<file path="src/rtl/pst_pkg.sv">
package pst_pkg;

    typedef enum logic [1:0] {
        FLT_NONE    = 2'd0,
        FLT_BOUND   = 2'd1,
        FLT_PERM    = 2'd2,
        FLT_INVALID = 2'd3
    } fault_e;

    typedef enum logic [2:0] {
        ST_IDLE,
        ST_CHECK,
        ST_ISSUE,
        ST_WAIT,
        ST_DONE
    } state_e;

    localparam int PTE_VALID_BIT = 1;
    localparam int PTE_WRITE_BIT = 0;

endpackage

</file>
<file path="src/rtl/pst_seg_table.sv">
module pst_seg_table #(
    parameter int SEG_W = 4,
    parameter int AW    = 32,
    parameter int LEN_W = 17
) (
    input  logic             clk,
    input  logic             rst_n,
    input  logic             wr_en,
    input  logic [SEG_W-1:0] wr_idx,
    input  logic [AW-1:0]    wr_base,
    input  logic [LEN_W-1:0] wr_len,
    input  logic             wr_rw,
    input  logic [SEG_W-1:0] rd_idx,
    output logic [AW-1:0]    rd_base,
    output logic [LEN_W-1:0] rd_len,
    output logic             rd_rw
);
    localparam int NSEG = 1 << SEG_W;

    logic [AW-1:0]    base_q [NSEG];
    logic [LEN_W-1:0] len_q  [NSEG];
    logic             rw_q   [NSEG];

    always_ff @(posedge clk or negedge rst_n) begin
        if (!rst_n) begin
            for (int i = 0; i < NSEG; i++) begin
                base_q[i] <= '0;
                len_q[i]  <= '0;
                rw_q[i]   <= 1'b0;
            end
        end else if (wr_en) begin
            base_q[wr_idx] <= wr_base;
            len_q[wr_idx]  <= wr_len;
            rw_q[wr_idx]   <= wr_rw;
        end
    end

    assign rd_base = base_q[rd_idx];
    assign rd_len  = len_q[rd_idx];
    assign rd_rw   = rw_q[rd_idx];

endmodule

</file>
<file path="src/rtl/pst_seg_check.sv">
module pst_seg_check
    import pst_pkg::*;
#(
    parameter int PG_W   = 16,
    parameter int LEN_W  = 17,
    parameter int AW     = 32,
    parameter int PTE_SH = 2
) (
    input  logic [PG_W-1:0]  page,
    input  logic [LEN_W-1:0] seg_len,
    input  logic             seg_rw,
    input  logic [AW-1:0]    seg_base,
    input  logic             is_write,
    output fault_e           fault,
    output logic [AW-1:0]    pte_addr
);
    logic in_range;

    assign in_range = LEN_W'(page) < seg_len;
    assign pte_addr = seg_base + (AW'(page) << PTE_SH);

    always_comb begin
        if (!in_range)
            fault = FLT_BOUND;
        else if (is_write && !seg_rw)
            fault = FLT_PERM;
        else
            fault = FLT_NONE;
    end

endmodule

</file>
<file path="src/rtl/pst_pte_check.sv">
module pst_pte_check
    import pst_pkg::*;
#(
    parameter int DW    = 32,
    parameter int OFF_W = 12
) (
    input  logic [DW-1:0]    pte,
    input  logic             is_write,
    input  logic [OFF_W-1:0] offset,
    output fault_e           fault,
    output logic [DW-1:0]    paddr
);
    assign paddr = {pte[DW-1:OFF_W], offset};

    always_comb begin
        if (!pte[PTE_VALID_BIT])
            fault = FLT_INVALID;
        else if (is_write && !pte[PTE_WRITE_BIT])
            fault = FLT_PERM;
        else
            fault = FLT_NONE;
    end

endmodule

</file>
<file path="src/rtl/pst_translator.sv">
module pst_translator
    import pst_pkg::*;
#(
    parameter int SEG_W = 4,
    parameter int PG_W  = 16,
    parameter int OFF_W = 12,
    parameter int AW    = 32,
    parameter int DW    = 32
) (
    input  logic                         clk,
    input  logic                         rst_n,
    input  logic                         cfg_we,
    input  logic [SEG_W-1:0]             cfg_idx,
    input  logic [AW-1:0]                cfg_base,
    input  logic [PG_W:0]                cfg_len,
    input  logic                         cfg_wr_ok,
    input  logic                         req_valid,
    output logic                         req_ready,
    input  logic [SEG_W+PG_W+OFF_W-1:0]  req_vaddr,
    input  logic                         req_write,
    output logic                         mem_req_valid,
    input  logic                         mem_req_ready,
    output logic [AW-1:0]                mem_req_addr,
    input  logic                         mem_rsp_valid,
    input  logic [DW-1:0]                mem_rsp_data,
    output logic                         rsp_valid,
    input  logic                         rsp_ready,
    output logic [DW-1:0]                rsp_paddr,
    output logic [1:0]                   rsp_fault
);
    localparam int VA_W   = SEG_W + PG_W + OFF_W;
    localparam int LEN_W  = PG_W + 1;
    localparam int PTE_SH = $clog2(DW / 8);

    state_e           state_q, state_d;
    logic [VA_W-1:0]  va_q;
    logic             wr_q;
    logic [AW-1:0]    pte_addr_q;
    logic [DW-1:0]    paddr_q;
    fault_e           fault_q;

    logic [SEG_W-1:0] va_seg;
    logic [PG_W-1:0]  va_page;
    logic [OFF_W-1:0] va_off;

    assign va_seg  = va_q[VA_W-1 -: SEG_W];
    assign va_page = va_q[OFF_W +: PG_W];
    assign va_off  = va_q[OFF_W-1:0];

    logic [AW-1:0]    seg_base;
    logic [LEN_W-1:0] seg_len;
    logic             seg_rw;
    fault_e           seg_fault;
    logic [AW-1:0]    seg_pte_addr;
    fault_e           pte_fault;
    logic [DW-1:0]    pte_paddr;

    pst_seg_table #(.SEG_W(SEG_W), .AW(AW), .LEN_W(LEN_W)) u_table (
        .clk     (clk),
        .rst_n   (rst_n),
        .wr_en   (cfg_we),
        .wr_idx  (cfg_idx),
        .wr_base (cfg_base),
        .wr_len  (cfg_len),
        .wr_rw   (cfg_wr_ok),
        .rd_idx  (va_seg),
        .rd_base (seg_base),
        .rd_len  (seg_len),
        .rd_rw   (seg_rw)
    );

    pst_seg_check #(.PG_W(PG_W), .LEN_W(LEN_W), .AW(AW), .PTE_SH(PTE_SH)) u_seg_chk (
        .page     (va_page),
        .seg_len  (seg_len),
        .seg_rw   (seg_rw),
        .seg_base (seg_base),
        .is_write (wr_q),
        .fault    (seg_fault),
        .pte_addr (seg_pte_addr)
    );

    pst_pte_check #(.DW(DW), .OFF_W(OFF_W)) u_pte_chk (
        .pte      (mem_rsp_data),
        .is_write (wr_q),
        .offset   (va_off),
        .fault    (pte_fault),
        .paddr    (pte_paddr)
    );

    // state register
    always_ff @(posedge clk or negedge rst_n) begin
        if (!rst_n)
            state_q <= ST_IDLE;
        else
            state_q <= state_d;
    end

    // next state
    always_comb begin
        state_d = state_q;
        unique case (state_q)
            ST_IDLE:  if (req_valid) state_d = ST_CHECK;
            ST_CHECK: state_d = (seg_fault != FLT_NONE) ? ST_DONE : ST_ISSUE;
            ST_ISSUE: if (mem_req_ready) state_d = ST_WAIT;
            ST_WAIT:  if (mem_rsp_valid) state_d = ST_DONE;
            ST_DONE:  if (rsp_ready) state_d = ST_IDLE;
            default:  state_d = ST_IDLE;
        endcase
    end

    // handshake outputs
    always_comb begin
        req_ready     = 1'b0;
        mem_req_valid = 1'b0;
        rsp_valid     = 1'b0;
        unique case (state_q)
            ST_IDLE:  req_ready     = 1'b1;
            ST_ISSUE: mem_req_valid = 1'b1;
            ST_DONE:  rsp_valid     = 1'b1;
            default:  ;
        endcase
    end

    // datapath registers
    always_ff @(posedge clk or negedge rst_n) begin
        if (!rst_n) begin
            va_q       <= '0;
            wr_q       <= 1'b0;
            pte_addr_q <= '0;
            paddr_q    <= '0;
            fault_q    <= FLT_NONE;
        end else begin
            unique case (state_q)
                ST_IDLE: begin
                    if (req_valid) begin
                        va_q <= req_vaddr;
                        wr_q <= req_write;
                    end
                end
                ST_CHECK: begin
                    fault_q    <= seg_fault;
                    paddr_q    <= '0;
                    pte_addr_q <= seg_pte_addr;
                end
                ST_WAIT: begin
                    if (mem_rsp_valid) begin
                        fault_q <= pte_fault;
                        paddr_q <= (pte_fault == FLT_NONE) ? pte_paddr : '0;
                    end
                end
                default: ;
            endcase
        end
    end

    assign mem_req_addr = pte_addr_q;
    assign rsp_paddr    = paddr_q;
    assign rsp_fault    = fault_q;

endmodule

</file>
<file path="config.mk">
export PLATFORM = sky130hd
export DESIGN_NAME = pst_translator
export DESIGN_NICKNAME = d
export VERILOG_FILES = /design/src/rtl/pst_pkg.sv /design/src/rtl/pst_seg_table.sv /design/src/rtl/pst_seg_check.sv /design/src/rtl/pst_pte_check.sv /design/src/rtl/pst_translator.sv
export SDC_FILE = /design/constraint.sdc
export NUM_CORES = 1
export LEC_CHECK = 0
export BUFFER_PORTS_ARGS = -buffer_cell sky130_fd_sc_hd__buf_2
export CORE_UTILIZATION = 52
export CTS_CLUSTER_DIAMETER = 200
export DETAILED_ROUTE_END_ITERATION = 6
export HOLD_SLACK_MARGIN = 0.15
export PLACE_DENSITY = 0.69
export SYNTH_ARGS = -nofsm -noshare
export SYNTH_HDL_FRONTEND = slang
export SYNTH_SLANG_ARGS = --single-unit
export TNS_END_PERCENT = 1
</file>
<file path="constraint.sdc">
create_clock -name clk -period 13.4 [get_ports clk]
set_input_delay 0.67 -clock clk [delete_from_list [all_inputs] [get_ports clk]]
set_output_delay 0.67 -clock clk [all_outputs]
set_load 0.02 [all_outputs]
</file>
==> results of run 1 <==
-- cells in the final DEF (no fill, tap or decap), types with 6 or more instances in the layout --
master and n:
dfrtp_1 898, mux2_2 831, mux4_2 218, buf_2 183, clkbuf_16 97, nand2_1 66
buf_4 39, a22o_1 37, o21ai_0 36, ha_1 31, clkbuf_1 26, clkbuf_8 26
mux4_1 22, nor2_1 20, inv_1 18, a21oi_1 18, xor2_1 15, a21o_1 13
xnor2_1 10, clkinv_2 10, nor2_4 9, a22oi_1 8, nor2b_1 7, nand3_1 7
bufinv_16 7, a211oi_1 6, o21ai_1 6, nand2b_1 6
-- critical path: cells and delay by family, from the launching register on --
kind	cells	cell delay (ns)
XOR/XNOR	1	0.14
flip-flops	1	0.89
multiplexers	2	1.11
AND/OR/NAND/NOR	1	0.27
buffers and inverters	2	1.33
adder cells (fa/ha/maj)	1	0.37
AO/OA/AOI/OAI	5	2.23
-- how the worst max path moves through the flow --
stage / endpoint / slack (ns)
6_report: mem_req_addr[30]$_DFFE_PN0P_ / 6.81
5_1_grt: mem_req_addr[30]$_DFFE_PN0P_ / 6.39
4_1_cts: mem_req_addr[30]$_DFFE_PN0P_ / 6.79
3_5_place_dp: mem_req_addr[30]$_DFFE_PN0P_ / 6.82
3_3_place_gp: mem_req_addr[30]$_DFFE_PN0P_ / 6.81
2_1_floorplan: mem_req_addr[16]$_DFFE_PN0P_ / 8.38
-- stage by stage --
stage                     setup slack [ns]  std cells
after global routing                 6.386       3793
after CTS                            6.787       3790
after floorplan                      8.379       2563
after detailed placement             6.818       3616
after global placement               6.808       3616
final                                6.811       3793
-- logic make-up after synthesis --
group           share of synthesized area, %
buf+inv                                2.457
xor+xnor                              0.5354
compound gates                         2.637
flops                                  55.20
mux                                    36.30
simple gates                           1.872
fa+ha+maj                             0.9975
-- sequential cells by signal, summed over array words and instances (netlist names) --
name	count
mem_req_addr	32
rsp_fault	2
u_table.rw_q	16
state_q	3
u_table.len_q	272
u_table.base_q	512
rsp_paddr	32
va_q	32
wr_q	1
-- where the power goes --
part / leakage, nW / internal [mW] / switching (mW) / total, mW
logic: 7.32 / 1.91 / 1.86 / 3.76
registers: 11.1 / 3.41 / 0.452 / 3.86
clock network: 1.57 / 1.61 / 1.07 / 2.67
total: 20.0 / 6.92 / 3.38 / 10.3
-- metal layers --
layer	wire length, µm	global-route usage [%]
met4	3041	9.064
met2	48700	41.79
met5	73	0
met3	6017	5.261
met1	44450	36.89
-- cell type report --
cell class / instances / area (µm²) / area share [%]
clock inverters: 24 / 317.8 / 0.6929
clock buffers: 149 / 2883 / 6.285
flip-flops and latches: 902 / 22580 / 49.24
multi-input cells: 1431 / 17430 / 38.01
inverters: 18 / 67.56 / 0.1473
diodes: 3 / 7.507 / 0.01637
repair buffers: 226 / 1274 / 2.777
well taps: 1040 / 1301 / 2.837
-- timing repair --
| action | 4_1_cts | 5_1_grt |
|---|---|---|
| hold endpoints to repair | 9 | 0 |
| resized for setup | 0 | 0 |
| hold buffers | 1 | 0 |
==> results_dict.tcl, run 1 <==
set metrics [dict create \
    post_synth_num_cell_types 60 \
    drc_errors 0 \
    fin_util_pct 59.11 \
    slew_viol_final 0 \
    drtAntennaViolNets 0 \
    ys_top_cells_by_area "dfrtp_1 55%, mux2_2 23%, mux4_2 12%" \
    crit_type "reg2reg" \
    synthArstFlopShare_pct 100.0 \
    outcome "finished, final reports clean" \
    fin_nets 2831 \
    port_buffers 184 \
    place_hpwl_um 59550 \
    fin_crit_sh_pct 49.17 \
    syn_avg_cell_area_um2 15.96 \
    slew_headroom_pct 12.45 \
    final_cell_area_mm2 0.04587 \
    ctsLongestPathBuffers 3 \
    maxCapViolCount 0 \
    syn-cell-area_mm2 0.04089 \
    power_mw 10.29 \
    synth-seq-cells 902 \
    first_global_vias 25350 \
    place_congestion 0.8407 \
    clk_latency_ns 0.65 \
    die_w_um 282.4 \
    rr_worst_depth 12 \
    cpMaxStageDelayCell "a2111oi_0" \
    hold_ws_ns 0.2372 \
    ir_worst_vdd_mv 0.1320 \
    period_needed_ns 6.589 \
    dr_total_vias 23270 \
    final-hold-violation-count 0 \
    reg2reg_slack_ns 6.81 \
    worstMarginPinSlew_ns 1.280 \
    slowest_delay_ns 1.12 \
    yosysTopAreaCellShare_pct 55.20 \
    ys_warn_count 0 \
    dpl_cell_area_mm2 0.04265 \
    synth_top_flop_cell "dfrtp_1" \
    path_common_cell "mux4_2" \
    row_count 102 \
    post-cts-setup-buffer-count 0 \
    worstPathCellList "buf_4 -> buf_12 -> mux4_2 -> mux4_2 -> ha_1 -> a211oi_1 -> o211ai_1 -> a2111oi_0 -> o41ai_2 -> nor3b_2 -> xnor2_1 -> o21ai_1" \
    grt_first_pass_wirelength_um 156800 \
    cts_max_level 3 \
    clkTransAtPathRegs_ns 0.06 \
    reg2reg_from "va_q[28]$_DFFE_PN0P_" \
    clockRootBuffer "clkbuf_16" \
    ios 195 \
    min_path_type "in2reg" \
    startpoint_type "register" \
    synth_most_common_cell "dfrtp_1" \
    grt_usage_pct 26.49 \
    clock_sinks 902 \
    synth_edf_count 0 \
    min_to "rsp_paddr[25]$_DFFE_PN0P_" \
    required_ns 13.90 \
    antenna_found_initial 11 \
    worstPathMaxFanout 75 \
    critical_path.startpoint "va_q[28]$_DFFE_PN0P_" \
    synthCells 2563 \
    dieArea_mm2 0.07977 \
    fin_tns_setup_ns 0 \
    routed_via_density 6.134 \
    min_from "mem_rsp_data[25]" \
    setup_viol_count_final 0 \
    first_iter_violations 1572 \
    firstDrtPassIters 5 \
    overflow 0 \
    wl_um 102300 \
    synth_top_area_cell "dfrtp_1" \
    p_leak_nw 20.00 \
    fin_skew_ns 0.01847 \
    fillerInstances 5841 \
    p_per_area_mw_per_mm2 224.4 \
    ys_seq_area_share_pct 55.20 \
    wl_per_cell_um 26.97 \
    syn2layout_area_growth_pct 12.17 \
    die_y_um 282.4 \
    core-area_mm2 0.07759 \
    grt_max_degree 179 \
    r2r-end "mem_req_addr[30]$_DFFE_PN0P_" \
    cts_inserted_buffers 94 \
    cts_tree "done" \
    drive_gt1_share_pct 52.98 \
    synth_nets 2721 \
    rsz0062_at_grt "false" \
    synthTopCellsByCount "902 x dfrtp_1, 831 x mux2_2, 218 x mux4_2" \
    initial_core_util_pct 52.70 \
    endpoint_kind "register" \
    timing.fmax_mhz 151.8 \
    holdPathStages 2 \
    critPathArrivalTime_ns 7.09 \
]
No activity file was read; power rests on OpenSTA's default activity.
==> run 2, diff against run 1 <==
- clock period: 13.4 -> 6.3 ns (I/O delays scaled with it)
==> run 2 against run 1 <==
  * Combinational power up 120%
  * Maximum frequency is 28% higher
  * Clock power up 110%
  * Power increased by 110%
  * Hold slack got worse by 0.056 ns
  * First-iteration DRC count down 3.9%
  * Setup slack got worse by 5.7 ns
  * Global-route usage rose by 0.31 points
  * Sequential power grew 110%
  * Wire length increased by 1.5%
  * Clock-buffer cell count rose by 1
==> results_dict.tcl, run 2 (synthesis gave the netlist of run 1 again) <==
set metrics [dict create \
    outcome "finished, final reports clean" \
    core-area_mm2 0.07759 \
    cts_tree "done" \
    first_iter_violations 1511 \
    fin_nets 2946 \
    holdPathStages 2 \
    worstMarginPinSlew_ns 1.136 \
    most-common-layout-cells "898 x dfrtp_1, 831 x mux2_2, 218 x mux4_2, 184 x buf_2, 109 x dlygate4sd3_1" \
    top_regs "u_table.base_q x512, u_table.len_q x272" \
    dieArea_mm2 0.07977 \
    maxCapViolCount 0 \
    pre_cts_slack_ns 1.116 \
    fin_skew_ns 0.01525 \
    worstPathMaxFanout 29 \
    ir_worst_vdd_mv 0.2833 \
    syn2layout_area_growth_pct 15.11 \
    first_global_vias 25720 \
    rr_worst_depth 13 \
    drtAntennaViolNets 0 \
    final_common_cell "dfrtp_1" \
    clockRootBuffer "clkbuf_16" \
    drc_errors 0 \
    ios 195 \
    grt_max_degree 185 \
    clk_latency_ns 0.64 \
    finalNonFillerCells 3904 \
    fin_crit_sh_pct 81.86 \
    slew_viol_final 0 \
    firstDrtPassIters 5 \
    cts_resized 0 \
    slowest_delay_ns 0.83 \
    required_ns 6.79 \
    clkTransAtPathRegs_ns 0.06 \
    die_y_um 282.4 \
    clock_sinks 902 \
    place_hpwl_um 60300 \
    ctsHoldBuffers 109 \
    fin_tns_setup_ns 0 \
    period_needed_ns 5.157 \
    worstPathCellList "buf_4 -> buf_4 -> mux4_2 -> mux4_2 -> ha_1 -> a21o_1 -> a31oi_1 -> a2bb2oi_1 -> o21ai_0 -> o221ai_1 -> nor3_1 -> xnor2_1 -> o21ai_0" \
    startpoint_type "register" \
    post-cts-setup-buffer-count 0 \
    dr_total_vias 23830 \
    hold_ws_ns 0.1811 \
    placed_cells_incl_taps 3623 \
    crit_type "reg2reg" \
    routed_via_density 6.104 \
    rsz0062_at_grt "false" \
    port_buffers 184 \
    antenna_found_initial 3 \
    place_congestion 0.8237 \
    min_path_type "in2reg" \
    cts_max_level 3 \
    slew_headroom_pct 24.04 \
    wl_per_cell_um 26.60 \
    fin_ws_ns 1.143 \
    initial_core_util_pct 52.70 \
    timing.fmax_mhz 193.9 \
    critPathArrivalTime_ns 5.65 \
    grt_first_pass_wirelength_um 159500 \
    row_count 102 \
    drive_gt1_share_pct 51.15 \
    cpMaxStageDelayCell "dfrtp_4" \
    wl_um 103800 \
    largest_register_ffs 512 \
    p_per_area_mw_per_mm2 468.7 \
    grt_usage_pct 26.80 \
    endpoint_kind "register" \
    p_leak_nw 20.52 \
    overflow 0 \
    setup_viol_count_final 0 \
    power_mw 22.06 \
    cts_inserted_buffers 94 \
    final-hold-violation-count 0 \
    die_w_um 282.4 \
    top_register "u_table.base_q" \
    ctsLongestPathBuffers 3 \
]
==> run 2: cell types whose count changed in the layout (fill, tap and decap cells not counted), sizes merged <==
cell | before | now
buf | 225 | 232
clkbuf | 149 | 150
clkinvlp | 3 | 2
diode | 3 | 2
dlygate4sd3 | 1 | 109
inv | 22 | 19
==> run 2: layout make-up <==
class                   count  area, µm²
fillers                  5784      30520
flip-flops and latches    902      22580
multi-input cells        1431      17430
clock buffers             150       2927
repair buffers            341       2467
well taps                1040       1301
clock inverters            20      287.8
inverters                  18      67.56
diodes                      2      5.005
==> run 2: metal layers <==
| layer | vias up | part of all wire (%) | GRT usage, % | routed length [µm] |
|---|---|---|---|---|
| li1 | 10040 | - | - | - |
| met1 | 13030 | 44 | 38.15 | 45940 |
| met2 | 607 | 49 | 43.94 | 50970 |
| met3 | 148 | 4.6 | 3.799 | 4757 |
| met4 | 2 | 2.1 | 6.126 | 2147 |
| met5 | - | 0.0096 | 0 | 10 |
==> run 2: critical path: cells and delay by family, from the launching register on <==
family / cells / cell delay [ns]
adders and majority gates: 1 / 0.37
muxes: 2 / 1.08
and+or+nand+nor: 1 / 0.15
DFF: 1 / 0.83
xor gates and xnor gates: 1 / 0.19
AOI/OAI and AO/OA: 6 / 1.74
buffers and inverters: 2 / 0.64
==> run 2: metrics by stage <==
| step | instance area [µm²] | utilization (%) |
|---|---|---|
| 6_report | 47070 | 60.67 |
| 4_1_cts | 47070 | 60.66 |
| 3_3_place_gp | 42760 | 55.10 |
| 5_1_grt | 47070 | 60.66 |
| 3_5_place_dp | 42760 | 55.11 |
| 2_1_floorplan | 40890 | - |
==> run 2: power breakdown <==
group | leakage (nW) | switching [mW] | internal, mW
logic | 7.83 | 3.95 | 4.15
clock network | 1.58 | 2.25 | 3.45
registers | 11.1 | 1.02 | 7.24
total | 20.5 | 7.22 | 14.8
==> run 2: worst paths after layout <==
path | from | to | slack [ns]
hold reg to reg | mem_req_addr[15]$_DFFE_PN0P_ | mem_req_addr[15]$_DFFE_PN0P_ | 0.48
min in group asynchronous | rst_n | u_table.base_q[118]$_DFFE_PN0P_ | 0.32
setup / recovery | va_q[28]$_DFFE_PN0P_ | mem_req_addr[29]$_DFFE_PN0P_ | 1.14
hold / removal | cfg_base[20] | u_table.base_q[436]$_DFFE_PN0P_ | 0.18
max in group asynchronous | rst_n | va_q[29]$_DFFE_PN0P_ | 4.14
setup reg to reg | va_q[28]$_DFFE_PN0P_ | mem_req_addr[29]$_DFFE_PN0P_ | 1.14
